<file path="config.mk">
export PLATFORM = sky130hd
export DESIGN_NAME = seg_byte_sequencer
export DESIGN_NICKNAME = d
export VERILOG_FILES = /design/src/rtl/seg_seq_pkg.sv /design/src/rtl/seg_addr_gen.sv /design/src/rtl/seq_ctrl.sv /design/src/rtl/lane_pack.sv /design/src/rtl/seg_byte_sequencer.sv
export SDC_FILE = /design/constraint.sdc
export NUM_CORES = 1
export LEC_CHECK = 0
export ABC_AREA = 1
export ABC_CLOCK_PERIOD_IN_PS = 1720
export BUFFER_PORTS_ARGS = -buffer_cell sky130_fd_sc_hd__buf_4
export CAP_MARGIN = 20
export CORE_ASPECT_RATIO = 1.2
export CORE_UTILIZATION = 53
export DETAILED_ROUTE_END_ITERATION = 7
export GPL_TIMING_DRIVEN = 1
export PLACE_DENSITY = 0.89
export SYNTH_ARGS = -nofsm -noshare
export SYNTH_HDL_FRONTEND = slang
export SYNTH_SLANG_ARGS = --single-unit
</file>
<file path="constraint.sdc">
create_clock -name clk -period 1.72 [get_ports clk]
set_input_delay 0.516 -clock clk [delete_from_list [all_inputs] [get_ports clk]]
set_output_delay 0.516 -clock clk [all_outputs]
set_load 0.01 [all_outputs]
</file>
<file path="src/rtl/seg_seq_pkg.sv">
package seg_seq_pkg;

   // Phase of the byte-cycle sequencer
   typedef enum logic [1:0] {
      PH_IDLE = 2'd0,
      PH_ADDR = 2'd1,
      PH_STRB = 2'd2,
      PH_HOLD = 2'd3
   } phase_t;

endpackage

</file>
<file path="src/rtl/seg_addr_gen.sv">
module seg_addr_gen #(
   parameter int SEG_W = 16,
   parameter int OFF_W = 16,
   parameter int SHIFT = 4,
   parameter int PA_W  = 20
) (
   input  logic [SEG_W-1:0] seg,
   input  logic [OFF_W-1:0] off,
   output logic [PA_W-1:0]  phys
);

   localparam int SHIFTED_W = SEG_W + SHIFT;

   generate
      if (PA_W < SHIFTED_W || PA_W < OFF_W) begin : g_bad_width
         $error("seg_addr_gen: PA_W must cover shifted segment and offset");
      end
   endgenerate

   logic [SHIFTED_W-1:0] seg_shifted;

   always_comb begin
      seg_shifted = {seg, {SHIFT{1'b0}}};
      // sum is taken in PA_W bits so the carry past the top bit is dropped
      phys = PA_W'(seg_shifted) + PA_W'(off);
   end

endmodule

</file>
<file path="src/rtl/seq_ctrl.sv">
module seq_ctrl
   import seg_seq_pkg::*;
#(
   parameter int NBYTES = 2,
   localparam int IW = (NBYTES > 1) ? $clog2(NBYTES) : 1
) (
   input  logic          clk,
   input  logic          rst_n,
   input  logic          start,
   input  logic          is_word,
   input  logic          is_write,
   output logic [IW-1:0] idx,
   output logic          ready,
   output logic          ale,
   output logic          rd,
   output logic          wr,
   output logic          done,
   output logic          cap_en,
   output logic          step
);

   generate
      if (NBYTES < 1) begin : g_bad_nbytes
         $error("seq_ctrl: NBYTES must be at least 1");
      end
   endgenerate

   localparam logic [IW-1:0] LAST_WORD = IW'(NBYTES - 1);

   phase_t        phase_q;
   logic [IW-1:0] idx_q;
   logic [IW-1:0] last_q;
   logic          wr_q;
   logic          last;

   always_ff @(posedge clk or negedge rst_n) begin
      if (!rst_n) begin
         phase_q <= PH_IDLE;
         idx_q   <= '0;
         last_q  <= '0;
         wr_q    <= 1'b0;
      end else begin
         unique case (phase_q)
            PH_IDLE: begin
               if (start) begin
                  phase_q <= PH_ADDR;
                  idx_q   <= '0;
                  last_q  <= is_word ? LAST_WORD : '0;
                  wr_q    <= is_write;
               end
            end
            PH_ADDR: phase_q <= PH_STRB;
            PH_STRB: phase_q <= PH_HOLD;
            PH_HOLD: begin
               if (last) begin
                  phase_q <= PH_IDLE;
               end else begin
                  phase_q <= PH_ADDR;
                  idx_q   <= idx_q + IW'(1);
               end
            end
            default: phase_q <= PH_IDLE;
         endcase
      end
   end

   always_comb begin
      last   = (idx_q == last_q);
      idx    = idx_q;
      ready  = (phase_q == PH_IDLE);
      ale    = (phase_q == PH_ADDR);
      rd     = (phase_q == PH_STRB) && !wr_q;
      wr     = (phase_q == PH_STRB) && wr_q;
      done   = (phase_q == PH_HOLD) && last;
      cap_en = (phase_q == PH_STRB) && !wr_q;
      step   = (phase_q == PH_HOLD) && !last;
   end

   // strobes and latch pulse are mutually exclusive
   p_bus_excl_r6: assert property (@(posedge clk) disable iff (!rst_n)
      !(ale && (rd || wr)) && !(rd && wr));

   // a strobe follows every latch pulse
   p_strobe_after_ale_r6: assert property (@(posedge clk) disable iff (!rst_n)
      ale |=> (rd || wr));

   // the strobe lasts a single clock
   p_strobe_single_r6: assert property (@(posedge clk) disable iff (!rst_n)
      (rd || wr) |=> !(rd || wr || ale));

   // ready drops once a request is taken
   p_ready_drops_r7: assert property (@(posedge clk) disable iff (!rst_n)
      start |=> !ready);

   // completion is a single clock and is followed by idle
   p_done_pulse_r8: assert property (@(posedge clk) disable iff (!rst_n)
      done |=> (!done && ready));

   // completion comes right after a strobe clock
   p_done_after_strobe_r8: assert property (@(posedge clk) disable iff (!rst_n)
      done |-> $past(rd || wr));

endmodule

</file>
<file path="src/rtl/lane_pack.sv">
module lane_pack #(
   parameter int LANE_W = 8,
   parameter int NBYTES = 2,
   localparam int IW     = (NBYTES > 1) ? $clog2(NBYTES) : 1,
   localparam int WORD_W = LANE_W * NBYTES
) (
   input  logic              clk,
   input  logic              rst_n,
   input  logic              start,
   input  logic [WORD_W-1:0] wdata_in,
   input  logic [IW-1:0]     idx,
   input  logic              cap_en,
   input  logic [LANE_W-1:0] rd_byte,
   output logic [LANE_W-1:0] wr_byte,
   output logic [WORD_W-1:0] rword
);

   logic [WORD_W-1:0] wreg_q;
   logic [LANE_W-1:0] wlane [NBYTES];

   always_ff @(posedge clk or negedge rst_n) begin
      if (!rst_n) begin
         wreg_q <= '0;
      end else if (start) begin
         wreg_q <= wdata_in;
      end
   end

   genvar g;
   generate
      for (g = 0; g < NBYTES; g++) begin : g_lane
         logic [LANE_W-1:0] rlane_q;

         assign wlane[g] = wreg_q[g*LANE_W +: LANE_W];

         always_ff @(posedge clk or negedge rst_n) begin
            if (!rst_n) begin
               rlane_q <= '0;
            end else if (start) begin
               rlane_q <= '0;
            end else if (cap_en && (idx == IW'(g))) begin
               rlane_q <= rd_byte;
            end
         end

         assign rword[g*LANE_W +: LANE_W] = rlane_q;
      end
   endgenerate

   assign wr_byte = wlane[idx];

endmodule

</file>
<file path="src/rtl/seg_byte_sequencer.sv">
module seg_byte_sequencer #(
   parameter int SEG_W  = 16,
   parameter int OFF_W  = 16,
   parameter int SHIFT  = 4,
   parameter int PA_W   = 20,
   parameter int LANE_W = 8,
   parameter int NBYTES = 2,
   localparam int WORD_W = LANE_W * NBYTES,
   localparam int IW     = (NBYTES > 1) ? $clog2(NBYTES) : 1
) (
   input  logic              clk,
   input  logic              rst_n,
   input  logic              req_valid,
   output logic              req_ready,
   input  logic              req_write,
   input  logic              req_word,
   input  logic [SEG_W-1:0]  req_seg,
   input  logic [OFF_W-1:0]  req_off,
   input  logic [WORD_W-1:0] req_wdata,
   output logic              rsp_done,
   output logic [WORD_W-1:0] rsp_rdata,
   output logic [PA_W-1:0]   mem_addr,
   output logic              mem_ale,
   output logic              mem_rd,
   output logic              mem_wr,
   output logic [LANE_W-1:0] mem_wdata,
   input  logic [LANE_W-1:0] mem_rdata
);

   logic            start;
   logic [PA_W-1:0] phys;
   logic [PA_W-1:0] addr_q;
   logic [IW-1:0]   idx;
   logic            cap_en;
   logic            step;

   assign start = req_valid && req_ready;

   seg_addr_gen #(
      .SEG_W (SEG_W),
      .OFF_W (OFF_W),
      .SHIFT (SHIFT),
      .PA_W  (PA_W)
   ) u_addr (
      .seg  (req_seg),
      .off  (req_off),
      .phys (phys)
   );

   seq_ctrl #(
      .NBYTES (NBYTES)
   ) u_ctrl (
      .clk      (clk),
      .rst_n    (rst_n),
      .start    (start),
      .is_word  (req_word),
      .is_write (req_write),
      .idx      (idx),
      .ready    (req_ready),
      .ale      (mem_ale),
      .rd       (mem_rd),
      .wr       (mem_wr),
      .done     (rsp_done),
      .cap_en   (cap_en),
      .step     (step)
   );

   lane_pack #(
      .LANE_W (LANE_W),
      .NBYTES (NBYTES)
   ) u_lanes (
      .clk      (clk),
      .rst_n    (rst_n),
      .start    (start),
      .wdata_in (req_wdata),
      .idx      (idx),
      .cap_en   (cap_en),
      .rd_byte  (mem_rdata),
      .wr_byte  (mem_wdata),
      .rword    (rsp_rdata)
   );

   // address register: loaded on acceptance, stepped by one per extra byte
   always_ff @(posedge clk or negedge rst_n) begin
      if (!rst_n) begin
         addr_q <= '0;
      end else if (start) begin
         addr_q <= phys;
      end else if (step) begin
         addr_q <= addr_q + PA_W'(1);
      end
   end

   assign mem_addr = addr_q;

   // address held through the strobe and quiet clocks
   p_addr_hold_r10: assert property (@(posedge clk) disable iff (!rst_n)
      (mem_ale || mem_rd || mem_wr) |=> $stable(mem_addr));

   // a later byte cycle sits one address above the previous one
   p_next_byte_addr_r2: assert property (@(posedge clk) disable iff (!rst_n)
      (mem_ale && (idx != '0)) |-> (mem_addr == PA_W'($past(mem_addr, 3) + PA_W'(1))));

endmodule

</file>
* Word-level counts from Yosys, hierarchy flattened
Cells that the tools add are included.
Widths: inputs -> output; s select.
** Storage, ports and cells
- Bits in registers :: 57
- Logic and storage cells :: 52
** Operators by class
- Bitwise operators :: 2
- Eq/ne operators :: 6
- Magnitude comparators :: 1
- Reduce and logical (&&, ||, !) cells :: 16
- Muxes and demuxes :: 16
- Add/subtract/negate cells :: 3
** Operator list (count)
- $mux 8 :: 7
- $mux 20 :: 2
- $add 20x1->20 const B :: 1
- $add 20x16->20 :: 1
- $pmux 2 s4 :: 1
- $reduce_bool 2->1 :: 4
- $logic_and 1x1->1 :: 7
- $eq 2x2->1 const B :: 2
- $mux 1 :: 4
- $reduce_and 3->1 :: 1
- $eq 2x1->1 const B :: 1
- $ge 2x2->1 const B :: 1
- $logic_not 1->1 :: 2
- $logic_not 2->1 :: 1
- $mux 2 :: 1
- $ne 2x1->1 const B :: 1
- $ne 2x2->1 const B :: 1
- $not 1->2 :: 1
- $pmux 1 s2 :: 1
- $reduce_and 2->1 :: 1
- $add 1x1->1 const B :: 1
- $eq 1x1->1 :: 1
- $not 1->1 :: 1

* Depth between registers and ports, before layout
- Word-level depth :: 5
- Gate-level depth with buffers :: 12
- Mapped depth without buffers :: 12

* By module
Synthesis repeated with hierarchy kept, for this count alone.
** Second synthesis, totals
- Cells, all modules :: 609
- Area total of the unflattened synthesis :: 4189.0 sq um
** Modules (own cells, without submodules)
- lane_pack :: area each 1498.9 sq um, times used 1, cells an instance 175
- seg_byte_sequencer :: area each 1490.2 sq um, times used 1, cells an instance 222
- seg_addr_gen :: area each 862.1 sq um, times used 1, cells an instance 168
- seq_ctrl :: area each 337.8 sq um, times used 1, cells an instance 44

* Worst setup path before layout
Ideal clock, no wire load.
- Path type :: input port to flip-flop
- Start :: input req_seg[0]
- End :: register addr_q[12] (netlist: mem_addr[12])
- Stages :: 9
- Setup time :: 0.071 ns
- Data arrival time :: 1.794 ns
- Path buffers :: 0
- Path slack :: -0.145 ns
- Cell sequence :: ha_1 -> fa_1 -> nand2_1 -> nand2_1 -> and2_1 -> a21oi_1 -> xnor2_1 -> nor2_1 -> nor2_1
** On the way
- Word-level cells in the longest chain between the ends :: 2
** RTL lines
- start: declaration :: line seg_byte_sequencer.sv:17 : input logic [SEG_W-1:0] req_seg,
- $add 20x16->20 :: line seg_addr_gen.sv:25 : phys = PA_W'(seg_shifted) + PA_W'(off);
- $mux 20 :: line seg_byte_sequencer.sv:87 : end else if (start) begin
- end signal: assignment :: line seg_byte_sequencer.sv:88 : addr_q <= phys;
- end signal: assignment :: line seg_byte_sequencer.sv:90 : addr_q <= addr_q + PA_W'(1);
- end: declaration :: line seg_byte_sequencer.sv:32 : logic [PA_W-1:0] addr_q;
No other way between the ends.
A chain may end at the register's enable or synchronous reset.

* Final worst setup path
- Start :: register u_ctrl.phase_q[0]
- End :: output mem_rd
** On the way
- Word-level cells in the longest chain between the ends :: 2
** RTL lines
- start: declaration :: line seq_ctrl.sv:30 : phase_t phase_q;
- start signal: assignment :: line seq_ctrl.sv:38 : phase_q <= PH_IDLE;
- start signal: assignment :: line seq_ctrl.sv:46 : phase_q <= PH_ADDR;
- start signal: assignment :: line seq_ctrl.sv:52 : PH_ADDR: phase_q <= PH_STRB;
- $eq 2x2->1 :: line seq_ctrl.sv:72 : rd = (phase_q == PH_STRB) && !wr_q;
- $logic_and 1x1->1 :: line seq_ctrl.sv:72
- end: declaration :: line seg_byte_sequencer.sv:24 : output logic mem_rd,
No other way between the ends.

==> summary.md <==
| Metric | Value |
|---|---|
| CTS tree | `built` |
| Final Hold Viols | `0` |
| Synth warn | `0` |
| Static leakage | `just under 3 nW` |
| Clk pin slew, worst setup/hold paths | `about 80 ps` |
| Root Driver | `clkbuf_8` |
| Number of synthesized register bits | `57` |
| H-Tree Depth | `3` |
| Worst min-delay path category | `in2async` |
| Final layout net count | `774` |
| Terminus of the critical flop-to-flop path | `u_lanes.g_lane[0].rlane_q[0]` |
| Normalized max-slew margin | `0.693` |
| Worst r2r path cells | `8` |
| Final slew viol count | `0` |
| VDD IR-drop max | `1.19 mV` |
| CTS buffer count | `9` |
| DRT iter0 DRCs | `between 400 and 500` |
| Main synth FF type | `dfrtp_1` |
| Post-route ant nets | `0` |
| CP Launch Type | `flip-flop` |
| Seq/Total Area, Yosys | `0.373` |
| Slowest cell on crit path | `dfrtp_1` |
| Via/cell ratio | `about 5.6` |
| RSZ-0062 raised after global routing | `true` |
| Vias in the first global route | `between 4k and 5k` |
| Crit-path max cell delay | `400 ps` |
| Row count | `33` |
| Clock tree sinks | `between 50 and 60` |
| DR pass1 iterations | `5` |
| CP dominant cell by count | `inv_2` |
| Synth Net Count | `roughly 630` |
| Tcrit/Tclk final | `1.11` |
| Commonest non-fill, non-tap cells in the layout | `nand2_1, buf_4, inv_1` |
| Power per Cell Area | `~1700 nW/µm²` |
| Final wirelength | `~13000 µm` |
| Worst skew pair latency | `approximately 360 ps` |
| CP Class | `reg2out` |
| RD Place Congestion | `0.938` |
| First-pass GRT wire length | `about 21000 µm` |
| Crit-path max FO | `2` |
| Launching point of the worst reg2reg path | `u_ctrl.phase_q[0]` |
| Final setup margin | `-188 ps` |
| Min Tclk post-route | `1910 ps` |
| Smallest hold slack | `~100 ps` |
| Layout cells sized above 1 | `0.333` |
| Drt drc | `0` |
| Clock Skews | `between 10 and 15 ps` |
| Synth Instances | `about 550` |
| Crit path buf inv count | `4` |
| Largest net degree at the start of global routing | `30` |
| Worst reg-to-reg setup slack | `-40 ps` |
| Hpwl dp | `approximately 8300 µm` |
| Synth Area per Inst | `approximately 7.0 µm²` |
| Worst EP arrival | `~1400 ps` |
| Total GRT Usage | `0.360` |
| CP top delay family | `flip-flops` |
| Worst setup EP type | `output pin` |
| Starting Density | `0.554` |
| Core area | `6900 µm²` |
| Final setup violation count | `18` |
| Status | `finished with violations` |
| Required @ worst endpoint | `1200 ps` |
| F_max | `around 520 MHz` |
| Max Cap Viol | `0` |
| Total number of vias | `roughly 4.4k` |
| Area Growth Syn to Fin | `46.0%` |
| Antenna diode count | `0` |
| Clock tree buffer depth | `2` |
| Post-synthesis instance area | `3820 µm²` |
| Unique masters post-synth | `36` |
| Violated checks | `setup timing` |
| Worst-Margin Slew | `460 ps` |
| GRT overflow | `0` |
| Die area | `between 7000 and 8000 µm²` |
| Worst path cell trace | `inv_2, ha_4, inv_2, nor2_2, buf_4, buf_6` |
| Initial antenna violation count | `0` |
| IO buf count | `~110` |
| DR WL/cell | `16.6 µm` |
| Setup TNS | `-1310 ps` |
| Die extent in y | `95 µm` |
| EDFF count, synth | `0` |
| Commonest non-fill, non-tap cell in the layout | `nand2_1` |
| Die Wd | `slightly below 80 µm` |
| I/O pins | `110` |
| Synth async-reset ratio | `1.00` |
## registers in the layout (all words and copies together), names as in the netlist
signal,cells
u_lanes.g_lane.rlane_q,16
mem_addr,20
u_ctrl.phase_q,2
u_ctrl.last_q,1
u_ctrl.idx,1
u_ctrl.wr_q,1
u_lanes.wreg_q,16
## cell type report
class / count / area, µm²
timing repair buffer: 146 / 1180
clock inverter: 7 / 104
fill: 418 / 1320
sequential: 57 / 1430
timing repair inverter: 1 / 11.3
clock buffer: 9 / 124
inverter: 61 / 240
multi-input combinational: 419 / 2380
tap: 87 / 109
## timing repair
item | CTS | global route
hold buffers | 0 | 0
setup buffers | 5 | 1
gates resized for setup | 64 | 27
cloned | 2 | 0
endpoints found under the setup margin | 26 | 49
pin swaps | 13 | 7
## cells in the mapped netlist, drive strengths merged, types with 5 or more instances
cell / number / area, µm²
nor2: 62 / 250
a21oi: 21 / 109
o21ai: 22 / 110
dfrtp: 57 / 1430
nand3: 31 / 165
inv: 60 / 225
xor2: 5 / 43.8
buf: 9 / 48.8
ha: 17 / 213
nand3b: 5 / 37.5
nand2: 214 / 808
mux2: 16 / 180
## stage by stage
stage	area [µm²]	utilization	std cells	power, W	worst slack (ps)
after global placement	5000	0.726	765	0.00678	-215
final	5580	0.809	787	0.00956	-188
after detailed placement	5000	0.726	765	0.00694	-253
after global routing	5580	0.809	787	0.0101	-211
after CTS	5500	0.797	788	0.00920	-127
after floorplan	3840	-	548	0.00497	-8.16
## cells by family (layout without fill, tap and decap cells)
logic type / Yosys count / count (layout) / share of synthesized area
xor gates and xnor gates: 9 / 9 / 0.0206
buffers and inverters: 72 / 224 / 0.0747
DFF: 57 / 57 / 0.373
and+or+nand+nor: 321 / 321 / 0.344
AOI/OAI and AO/OA: 55 / 55 / 0.0789
muxes: 16 / 16 / 0.0472
adders and majority gates: 18 / 18 / 0.0609
## how the worst max path moves through the flow
stage                       from           end  slack (ps)  depth (start not counted)
6_report       u_ctrl.phase_q[0]        mem_rd        -190                          6
2_1_floorplan         req_seg[0]  mem_addr[14]          -8                         12
3_3_place_gp          req_seg[0]  mem_addr[14]        -220                         13
3_5_place_dp          req_seg[0]  mem_addr[16]        -250                         11
5_1_grt        u_ctrl.phase_q[0]        mem_rd        -210                          6
4_1_cts        u_ctrl.phase_q[0]        mem_rd        -130                          6
## layer usage
| metal | share of wire | GRT usage | wire length (µm) | vias to the layer above |
|---|---|---|---|---|
| li1 | - | - | - | 2025 |
| met1 | 0.36 | 0.396 | 4750 | 2047 |
| met2 | 0.51 | 0.635 | 6720 | 274 |
| met3 | 0.079 | 0.0908 | 1040 | 61 |
| met4 | 0.042 | 0.185 | 552 | 0 |
| met5 | 0 | 0 | 0 | - |
## power breakdown
| part | switching [W] | internal, W |
|---|---|---|
| clock | 0.000664 | 0.000829 |
| sequential | 0.000681 | 0.00200 |
| combinational | 0.00283 | 0.00256 |
| total | 0.00417 | 0.00539 |
No activity file was read; power rests on OpenSTA's default activity.
